## config.mk

```make
export PLATFORM = sky130hd
export DESIGN_NAME = adc_conv_seq
export DESIGN_NICKNAME = d
export VERILOG_FILES = /design/src/rtl/adc_seq_pkg.sv /design/src/rtl/adc_clk_div.sv /design/src/rtl/adc_trig_sync.sv /design/src/rtl/adc_conv_ctrl.sv /design/src/rtl/adc_conv_seq.sv
export SDC_FILE = /design/constraint.sdc
export NUM_CORES = 1
export LEC_CHECK = 0
export ABC_AREA = 1
export BUFFER_PORTS_ARGS = -buffer_cell sky130_fd_sc_hd__buf_2
export CELL_PAD_IN_SITES_DETAIL_PLACEMENT = 1
export CELL_PAD_IN_SITES_GLOBAL_PLACEMENT = 1
export CORE_MARGIN = 2
export CORE_UTILIZATION = 43
export DETAILED_ROUTE_END_ITERATION = 6
export GPL_ROUTABILITY_DRIVEN = 1
export PLACE_DENSITY_LB_ADDON = 0.15
export SETUP_SLACK_MARGIN = 0.5
export SLEW_MARGIN = 10
export SYNTH_ARGS = -nofsm -noshare
export SYNTH_HDL_FRONTEND = slang
export SYNTH_SLANG_ARGS = --single-unit
```

## constraint.sdc

```tcl
create_clock -name clk_i -period 2.7 [get_ports clk_i]
set_input_delay 0 -clock clk_i [delete_from_list [all_inputs] [get_ports clk_i]]
set_output_delay 0 -clock clk_i [all_outputs]
set_load 0.005 [all_outputs]
```

## src/rtl/adc_seq_pkg.sv

```systemverilog
package adc_seq_pkg;
  typedef enum logic [1:0] {
    MODE_SINGLE = 2'd0,
    MODE_FREE   = 2'd1,
    MODE_AUTO   = 2'd2,
    MODE_RSVD   = 2'd3
  } conv_mode_e;
endpackage

```

## src/rtl/adc_clk_div.sv

```systemverilog
module adc_clk_div #(
  parameter int SEL_W = 3
) (
  input  logic             clk_i,
  input  logic             rst_ni,
  input  logic             en_i,
  input  logic [SEL_W-1:0] sel_i,
  input  logic             load_half_i,
  output logic             tick_o,
  output logic             half_o
);
  localparam int CNT_W = (1 << SEL_W) - 1;

  logic [CNT_W-1:0] cnt_q, div_m1, half_m1;
  logic [SEL_W-1:0] shift;

  always_comb begin
    shift   = (sel_i == '0) ? SEL_W'(1) : sel_i;
    div_m1  = (CNT_W'(1) << shift) - CNT_W'(1);
    half_m1 = (CNT_W'(1) << (shift - SEL_W'(1))) - CNT_W'(1);
  end

  assign tick_o = en_i && (cnt_q == div_m1);
  assign half_o = en_i && (cnt_q == half_m1);

  always_ff @(posedge clk_i or negedge rst_ni) begin
    if (!rst_ni)                cnt_q <= '0;
    else if (!en_i)             cnt_q <= '0;
    else if (load_half_i)       cnt_q <= half_m1 + CNT_W'(1);
    else if (cnt_q >= div_m1)   cnt_q <= '0;
    else                        cnt_q <= cnt_q + CNT_W'(1);
  end

  p_held_low_r1: assert property (@(posedge clk_i) disable iff (!rst_ni)
    !en_i |=> (cnt_q == '0));
endmodule

```

## src/rtl/adc_trig_sync.sv

```systemverilog
module adc_trig_sync #(
  parameter int STAGES = 3
) (
  input  logic clk_i,
  input  logic rst_ni,
  input  logic trig_i,
  output logic edge_o
);
  logic [STAGES-1:0] sync_q;

  always_ff @(posedge clk_i or negedge rst_ni) begin
    if (!rst_ni) sync_q <= '0;
    else         sync_q <= {sync_q[STAGES-2:0], trig_i};
  end

  assign edge_o = sync_q[STAGES-2] & ~sync_q[STAGES-1];

  p_edge_pulse_r7: assert property (@(posedge clk_i) disable iff (!rst_ni)
    edge_o |=> !edge_o);
endmodule

```

## src/rtl/adc_conv_ctrl.sv

```systemverilog
module adc_conv_ctrl
  import adc_seq_pkg::*;
#(
  parameter int RES_W      = 10,
  parameter int CH_W       = 4,
  parameter int NORM_CYC   = 13,
  parameter int FIRST_CYC  = 25,
  parameter int NORM_SAMP  = 2,
  parameter int FIRST_SAMP = 15
) (
  input  logic             clk_i,
  input  logic             rst_ni,
  input  logic             en_i,
  input  logic             start_i,
  input  logic [1:0]       mode_i,
  input  logic             flag_clr_i,
  input  logic [CH_W-1:0]  chan_i,
  input  logic [RES_W-1:0] adc_data_i,
  input  logic             tick_i,
  input  logic             half_i,
  input  logic             trig_edge_i,
  output logic             load_half_o,
  output logic [RES_W-1:0] result_o,
  output logic             flag_o,
  output logic             start_o,
  output logic             busy_o,
  output logic             sample_o,
  output logic             chan_upd_o,
  output logic [CH_W-1:0]  chan_o
);
  localparam int CYC_W = $clog2(FIRST_CYC + 1);

  conv_mode_e       mode;
  logic             busy_q, start_q, first_pend_q, first_act_q;
  logic             sample_q, upd_q, flag_q;
  logic [CYC_W-1:0] cyc_q, last_cyc, samp_cyc;
  logic [RES_W-1:0] result_q;
  logic [CH_W-1:0]  chan_q;
  logic             done_now, begin_now, trig_take;

  assign mode     = conv_mode_e'(mode_i);
  assign last_cyc = first_act_q ? CYC_W'(FIRST_CYC)  : CYC_W'(NORM_CYC);
  assign samp_cyc = first_act_q ? CYC_W'(FIRST_SAMP) : CYC_W'(NORM_SAMP);

  assign done_now  = busy_q && tick_i && (cyc_q == last_cyc);
  // free mode chains the next conversion onto the completing edge
  assign begin_now = tick_i && start_q && (!busy_q || (done_now && mode == MODE_FREE));
  assign trig_take = en_i && trig_edge_i && (mode == MODE_AUTO) && !busy_q && !start_q;
  assign load_half_o = trig_take;

  always_ff @(posedge clk_i or negedge rst_ni) begin
    if (!rst_ni) begin
      busy_q <= 1'b0; start_q <= 1'b0; first_pend_q <= 1'b1; first_act_q <= 1'b0;
      cyc_q <= '0; sample_q <= 1'b0; upd_q <= 1'b0; chan_q <= '0;
    end else if (!en_i) begin
      busy_q <= 1'b0; start_q <= 1'b0; first_pend_q <= 1'b1;
      cyc_q <= '0; sample_q <= 1'b0; upd_q <= 1'b0;
    end else begin
      sample_q <= busy_q && half_i && (cyc_q == samp_cyc);
      upd_q    <= done_now;
      if (done_now && mode != MODE_FREE) start_q <= 1'b0;
      else if (start_i || trig_take)     start_q <= 1'b1;
      if (begin_now) begin
        busy_q       <= 1'b1;
        cyc_q        <= CYC_W'(1);
        first_act_q  <= first_pend_q;
        first_pend_q <= 1'b0;
        chan_q       <= chan_i;
      end else if (done_now) begin
        busy_q <= 1'b0;
      end else if (busy_q && tick_i) begin
        cyc_q <= cyc_q + CYC_W'(1);
      end
    end
  end

  // result and flag survive an abort
  always_ff @(posedge clk_i or negedge rst_ni) begin
    if (!rst_ni) begin
      result_q <= '0; flag_q <= 1'b0;
    end else if (done_now) begin
      result_q <= adc_data_i; flag_q <= 1'b1;
    end else if (flag_clr_i) begin
      flag_q <= 1'b0;
    end
  end

  assign result_o   = result_q;
  assign flag_o     = flag_q;
  assign start_o    = start_q;
  assign busy_o     = busy_q;
  assign sample_o   = sample_q;
  assign chan_upd_o = upd_q;
  assign chan_o     = chan_q;

  p_samp_pulse_r4: assert property (@(posedge clk_i) disable iff (!rst_ni)
    sample_o |=> !sample_o);
  p_set_wins_r8: assert property (@(posedge clk_i) disable iff (!rst_ni)
    chan_upd_o |-> flag_o);
  p_result_hold_r9: assert property (@(posedge clk_i) disable iff (!rst_ni)
    !chan_upd_o |-> $stable(result_o));
  p_single_clr_r6: assert property (@(posedge clk_i) disable iff (!rst_ni)
    (chan_upd_o && $past(mode_i != MODE_FREE)) |-> !start_o);
  p_free_keep_r6: assert property (@(posedge clk_i) disable iff (!rst_ni)
    (chan_upd_o && $past(mode_i == MODE_FREE)) |-> (start_o && busy_o));
endmodule

```

## src/rtl/adc_conv_seq.sv

```systemverilog
module adc_conv_seq #(
  parameter int RES_W       = 10,
  parameter int CH_W        = 4,
  parameter int SEL_W       = 3,
  parameter int SYNC_STAGES = 3,
  parameter int NORM_CYC    = 13,
  parameter int FIRST_CYC   = 25,
  parameter int NORM_SAMP   = 2,
  parameter int FIRST_SAMP  = 15
) (
  input  logic             clk_i,
  input  logic             rst_ni,
  input  logic             en_i,
  input  logic             start_i,
  input  logic [1:0]       mode_i,
  input  logic [SEL_W-1:0] presc_i,
  input  logic             trig_i,
  input  logic             flag_clr_i,
  input  logic [CH_W-1:0]  chan_i,
  input  logic [RES_W-1:0] adc_data_i,
  output logic [RES_W-1:0] result_o,
  output logic             flag_o,
  output logic             start_o,
  output logic             busy_o,
  output logic             sample_o,
  output logic             chan_upd_o,
  output logic [CH_W-1:0]  chan_o
);
  logic tick, half, trig_edge, load_half;

  adc_clk_div #(.SEL_W(SEL_W)) i_div (
    .clk_i, .rst_ni, .en_i, .sel_i(presc_i), .load_half_i(load_half),
    .tick_o(tick), .half_o(half)
  );

  adc_trig_sync #(.STAGES(SYNC_STAGES)) i_sync (
    .clk_i, .rst_ni, .trig_i, .edge_o(trig_edge)
  );

  adc_conv_ctrl #(
    .RES_W(RES_W), .CH_W(CH_W), .NORM_CYC(NORM_CYC), .FIRST_CYC(FIRST_CYC),
    .NORM_SAMP(NORM_SAMP), .FIRST_SAMP(FIRST_SAMP)
  ) i_ctrl (
    .clk_i, .rst_ni, .en_i, .start_i, .mode_i, .flag_clr_i, .chan_i, .adc_data_i,
    .tick_i(tick), .half_i(half), .trig_edge_i(trig_edge), .load_half_o(load_half),
    .result_o, .flag_o, .start_o, .busy_o, .sample_o, .chan_upd_o, .chan_o
  );
endmodule

```

==> summary.txt, run 1 <==
Timing
  – Hold slack: around 0.043 ns
  – Final period util: 73.2%
  – Max Clock Skew: 0.00757 ns
  – Worst slew pin tran: between 0.8 and 0.9 ns
  – # setup viols final: 0
  – Max Slew Vio Count: 0
  – Fin crit period: ~2 ns
  – Relative max-transition margin: 45.2%
  – Number of hold violations in the final report: 0
  – Setup TNS: 0 ns
  – Unrepaired setup endpoints after global routing: no
  – Fmax: ~500 MHz

Synth
  – Ys flop type: dfrtp_1
  – Top-area cell type share of the netlist area: between 40 and 50%
  – Ys async rst share: 100%
  – Number of synthesized flops with an enable pin: 0
  – Synthesized area: 2130 um2
  – Syn avg cell area: around 7.8 um2
  – #FFs+latches synth: 36
  – Sequential element share of the synthesized area: between 40% and 50%
  – Cells after Synth: between 200 and 300
  – Count of cell types in the netlist: 34
  – Synth top area cells: dfrtp_1, nand2_1, ha_1
  – Synth Warn #: 0
  – Synth area leader: dfrtp_1

Worst setup path
  – R2R Path Start: i_div.cnt_q[2]
  – CP Launch Type: flop
  – Critical Path Sink Type: flop
  – Crit-path max FO: 8
  – Cell Chain, Critical Path: ha_1 -> nand2_1 -> nor2_2 -> nand2_2 -> nand3_1 -> nor2_1 -> o21ai_0 -> a21oi_1
  – Critical-path top delay cell: dfrtp_1
  – Critical Path Start: i_div.cnt_q[2]
  – WP data required: approximately 2.9 ns
  – Peak per-stage delay on the critical path: about 0.48 ns
  – Crit path buf inv count: 0
  – Setup CP Type: reg -> reg
  – Crit-path leading delay family: simple AND/OR/NAND/NOR gates
  – Critical Path AT: approximately 2.2 ns

Hold path
  – Hold WC Path Type: in -> reg
  – Hold path startpoint: en_i

Outcome
  – Status: finished clean

Place
  – Final HPWL DP: between 4 and 5 mm
  – Placer Congestion: between 0.8 and 0.9
  – Area after DPL: 2410 um2
  – PortBufs: 43

Clock tree
  – CTS sink cnt: 36
  – H-tree depth reported by CTS: 2
  – CTS buffer count: 5
  – Clock tree from TritonCTS: done
  – Maximum clock insertion buffer count: 2
  – Root Driver: clkbuf_8
  – Clock-pin transition on the worst setup and hold timing paths: ~0.070 ns
  – Skew-Pair Late Insertion Delay: a little under 0.3 ns
  – Number of setup buffers added after CTS: 0

Detailed routing
  – Vias: slightly above 2000
  – Drt total wl: 5.75 mm
  – DR pass1 iterations: 4
  – Routed vias/inst: about 4.9
  – # DRC: 0
  – WL per Instance: around 14 um
  – DR iter-0 viols: 76
  – Final ANT Viol Nets: 0

Power
  – Max VDD drop: ~0.00025 V
  – Pwr per Cell Area: approximately 450 nW/um2
  – Tot Pwr: 0.00120 W
  – Pleak: roughly 1.4 nW

Layout
  – ANT cells: 0
  – Final instance area: roughly 2700 um2
  – Layout area overhead: 25.5%
  – Share of cells above drive strength 1: approximately 22%
  – Most common cell after layout, fill and taps aside: nand2_1
  – Most frequent cells in the layout: nand2_1, buf_2, dfrtp_1
  – Fin nets: ~380

Global routing
  – Global-route wire length before repair: roughly 9.7 mm
  – Gr usage total: around 23%
  – Largest net degree at the start of global routing: 37
  – Vias in the first global route: between 2000 and 2500
  – Grt ovf: 0
  – Initial antenna violation count: 0

Die
  – Rows: 25
  – Die Y: 74.3 um
  – Initial Utilization: between 40 and 50%
  – # IOs: 44
  – Die Wd: between 70 and 80 um
  – Die footprint: roughly 5500 um2
  – Core Box Area: 4750 um2

Run
  – Max cap viols: 0
[routing by layer]
layer,GRT usage [%],vias up,routed length [um]
met2,42.1,37,3010
li1,-,1007,-
met1,26.7,964,2460
met3,6.10,10,209
met4,7.34,0,68
met5,0,-,0
[stage by stage]
step / instances / utilization, % / setup WS (ns)
final: 408 / 56.1 / 0.724
after global routing: 408 / 56.1 / 0.506
after CTS: 408 / 56.1 / 0.729
after detailed placement: 383 / 50.8 / 0.528
after global placement: 383 / 50.8 / 0.615
after floorplan: 275 / - / 0.967
[power by group]
group / switching, W / internal [W]
Combinational: 0.000122 / 0.0000969
Sequential: 0.0000324 / 0.000568
Clock: 0.000194 / 0.000184
Total: 0.000348 / 0.000849
[cells in the mapped netlist, types with 3 or more instances]
| master | n |
|---|---|
| inv_2 | 5 |
| inv_1 | 24 |
| nand3_1 | 17 |
| o21ai_0 | 13 |
| nand2_2 | 6 |
| a21oi_1 | 12 |
| nand2_1 | 87 |
| nor2_2 | 3 |
| o211ai_1 | 3 |
| ha_1 | 13 |
| dfrtp_1 | 35 |
| nor2_4 | 3 |
| nand4_1 | 5 |
| nor2_1 | 23 |
[timing repair]
item,4_1_cts,5_1_grt
hold buffers,17,0
gates resized for setup,0,0
hold endpoints to repair,51,0
[layout make-up]
cell class / instances / area [um2]
fill: 637 / 2090
multi-input combinational: 206 / 1090
sequential: 36 / 902
timing repair buffer: 61 / 393
inverter: 30 / 118
tap: 67 / 83.8
clock buffer: 7 / 76.3
clock inverter: 1 / 8.76
[registers in the layout (all words and copies together), names as in the netlist]
register / count
i_ctrl.result_o: 10
i_div.cnt_q: 7
i_ctrl.cyc_q: 5
i_ctrl.chan_o: 4
i_sync.sync_q: 3
i_ctrl.busy_o: 1
i_ctrl.chan_upd_o: 1
i_ctrl.first_act_q: 1
i_ctrl.first_pend_q: 1
i_ctrl.flag_o: 1
i_ctrl.sample_o: 1
i_ctrl.start_o: 1
[kinds of logic after synthesis]
family / after synthesis / synth area share [%]
xor+xnor: 2 / 0.824
compound gates: 37 / 9.88
simple gates: 152 / 32.4
other cells: 1 / 0.176
buf+inv: 33 / 6.65
flops: 36 / 42.4
fa+ha+maj: 13 / 7.65
[worst register-to-register path, stage by stage (launching register included)]
cell and delay (ns):
dfrtp_1 0.48, ha_1 0.37, nand2_1 0.09, nor2_2 0.05, nand2_2 0.07, nand3_1 0.07
nor2_1 0.40, o21ai_0 0.21, a21oi_1 0.17
[path summary, 6_finish.rpt]
| kind | to | slack [ns] | depth (start not counted) |
|---|---|---|---|
| min | i_ctrl.first_pend_q | 0.04 | 2 |
| max reg2reg | i_div.cnt_q[5] | 0.72 | 8 |
| min reg2reg | i_sync.sync_q[1] | 0.36 | 0 |
| min in group asynchronous | i_ctrl.cyc_q[4] | 0.34 | 2 |
| max | i_div.cnt_q[5] | 0.72 | 8 |
| max in group asynchronous | i_div.cnt_q[3] | 1.83 | 2 |
No activity file was read; power rests on OpenSTA's default activity.
==> inputs of run 2 (changes only) <==
- CORE_UTILIZATION: 43 -> 36
- clock period: 2.7 -> 1.7 ns (I/O delays scaled with it)
==> summary.txt, run 2 (synthesized netlist as in run 1, its figures left out) <==
Outcome
  – Status: finished with violations
  – Failing checks: setup timing

Place
  – Placed insts: just over 400
  – Final HPWL DP: ~4.7 mm
  – Pre-CTS setup slack: -0.301 ns
  – Placer Congestion: about 0.86
  – Area after DPL: around 2700 um2
  – PortBufs: between 40 and 50

Die
  – Rows: 27
  – Die Wd: 80.9 um
  – Die footprint: roughly 6500 um2
  – Initial Utilization: 37.9%
  – Die Y: 80.9 um
  – Core Box Area: around 5600 um2
  – # IOs: 44

Worst setup path
  – Critical Path Sink Type: flop
  – Setup CP Type: reg -> reg
  – CP Launch Type: flop
  – Critical-path top delay cell: dfrtp_1
  – Cell Chain, Critical Path: ha_1 -> nand2_2 -> nor2_4 -> nand2_2 -> buf_4 -> nand3_2 -> nor2_4 -> nand2_1 -> a21oi_2
  – WP data required: about 1.9 ns
  – Crit-path max FO: 7
  – Critical Path AT: 1.95 ns
  – Peak per-stage delay on the critical path: roughly 0.42 ns

Timing
  – Max Slew Vio Count: 0
  – Unrepaired setup endpoints after global routing: yes
  – Number of hold violations in the final report: 0
  – Fmax: between 500 and 600 MHz
  – Final period util: 102%
  – Max Clock Skew: 0.00825 ns
  – # setup viols final: 15
  – Worst Slack Setup Final: -0.0323 ns
  – Fin crit period: approximately 1.7 ns

Power
  – Max VDD drop: slightly above 0.0004 V
  – P_int: roughly 0.0015 W
  – Pwr per Cell Area: approximately 680 nW/um2
  – P_sw: about 0.00065 W
  – Pleak: 1.58 nW
  – Flop pwr share: between 40 and 50%
  – Clock Power Share: 32.0%
  – Sw Share: between 30% and 40%
  – Comb pwr share: a little under a quarter

Detailed routing
  – Routed vias/inst: 4.95
  – Final ANT Viol Nets: 0
  – # DRC: 0
  – DR pass1 iterations: 4
  – Drt total wl: ~6.5 mm
  – WL per Instance: 14.7 um
  – DR iter-0 viols: 64
  – Vias: 2181

Layout
  – Most frequent cells in the layout: nand2_1, buf_2, dfrtp_1
  – Final instance area: 3100 um2
  – Layout area overhead: 45.6%
  – FF/Latch Area: about 900 um2
  – Max reg flops: 10
  – Final Util: a little under three fifths
  – ANT cells: 0
  – Final Non-Filler Cells: around 440
  – Fillers: 725
  – Most common cell after layout, fill and taps aside: nand2_1
  – Share of cells above drive strength 1: between 30% and 40%
  – Fin nets: between 400 and 500
  – Multi-input logic area: around 1300 um2

Clock tree
  – Clock-pin transition on the worst setup and hold timing paths: 0.08 ns
  – H-tree depth reported by CTS: 2
  – CTS sink cnt: 36
  – Clock tree from TritonCTS: done
  – Root Driver: clkbuf_8
  – Skew-Pair Late Insertion Delay: between 0.2 and 0.3 ns
  – Maximum clock insertion buffer count: 2
  – CTS buffer count: 5
  – Number of setup buffers added after CTS: 0

Global routing
  – Largest net degree at the start of global routing: 21
  – Met3 usage: 3.67%
  – GR Util met2: between 30% and 40%
  – Gr usage total: approximately 22%
  – Global-route wire length before repair: ~11 mm
  – Initial antenna violation count: 0
  – Vias in the first global route: ~2400
  – Most used routing layer: met2
  – Grt ovf: 0
  – GR Layer Usage met1: between 20% and 30%

Hold path
  – Hold WC Path Type: in -> reg

Run
  – Max cap viols: 0
run 2: cell types whose count changed in the layout (fill, tap and decap cells not counted), sizes merged:
cell    delta
buf       +27
nand2      +1
inv        +1
clkbuf     -1
run 2: metrics by stage:
stage	power, W	hold WS (ns)	TNS, ns
after floorplan	0.00117	-0.296	0
after global placement	0.00136	-0.177	-5.69
after detailed placement	0.00137	-0.179	-6.79
after CTS	0.00212	0.0356	-0.0137
after global routing	0.00222	0.0602	-3.36
final	0.00210	0.0413	-0.230
run 2: worst paths after layout:
check | start | end | slack [ns] | cells past startpoint
max | i_div.cnt_q[5] | i_div.cnt_q[0] | -0.03 | 9
min | presc_i[0] | i_div.cnt_q[5] | 0.04 | 4
max reg2reg | i_div.cnt_q[5] | i_div.cnt_q[0] | -0.03 | 9
min reg2reg | i_sync.sync_q[0] | i_sync.sync_q[1] | 0.36 | 0
max in group asynchronous | rst_ni | i_ctrl.first_pend_q | 1.10 | 3
min in group asynchronous | rst_ni | i_div.cnt_q[3] | 0.05 | 2
run 2: timing repair:
| item | in CTS | in global routing |
|---|---|---|
| cloned | 1 | 0 |
| hold buffers | 17 | 0 |
| setup endpoints to repair | 33 | 33 |
| gates resized for setup | 31 | 9 |
| pin swaps | 16 | 6 |
| hold endpoints to repair | 51 | 0 |
run 2: routing by layer:
layer,wire [um],part of all wire (%)
met5,0,0
met4,105,1.6
met3,176,2.7
met2,3230,50
met1,2970,46
run 2: layout make-up:
type,instances,area share [%]
flip-flops and latches,36,29.2
repair buffers,88,19.7
clock buffers,6,2.67
well taps,72,2.91
inverters,30,4.04
clock inverters,2,0.444
multi-input cells,207,41.1
run 2: critical path, delay by kind of cell, from the launching register on:
kind | cells | cell delay [ns]
AND/OR/NAND/NOR | 6 | 0.67
flip-flops | 1 | 0.42
adder cells (fa/ha/maj) | 1 | 0.33
buffers and inverters | 1 | 0.12
AO/OA/AOI/OAI | 1 | 0.12
run 2: power by group through the flow:
stage	Sequential [W]	Combinational [W]	Clock, W
2_1_floorplan	0.000960	0.000211	0
3_3_place_gp	0.000959	0.000402	0
3_5_place_dp	0.000959	0.000415	0
4_1_cts	0.000944	0.000477	0.000697
5_1_grt	0.000950	0.000548	0.000727
6_report	0.000945	0.000485	0.000674
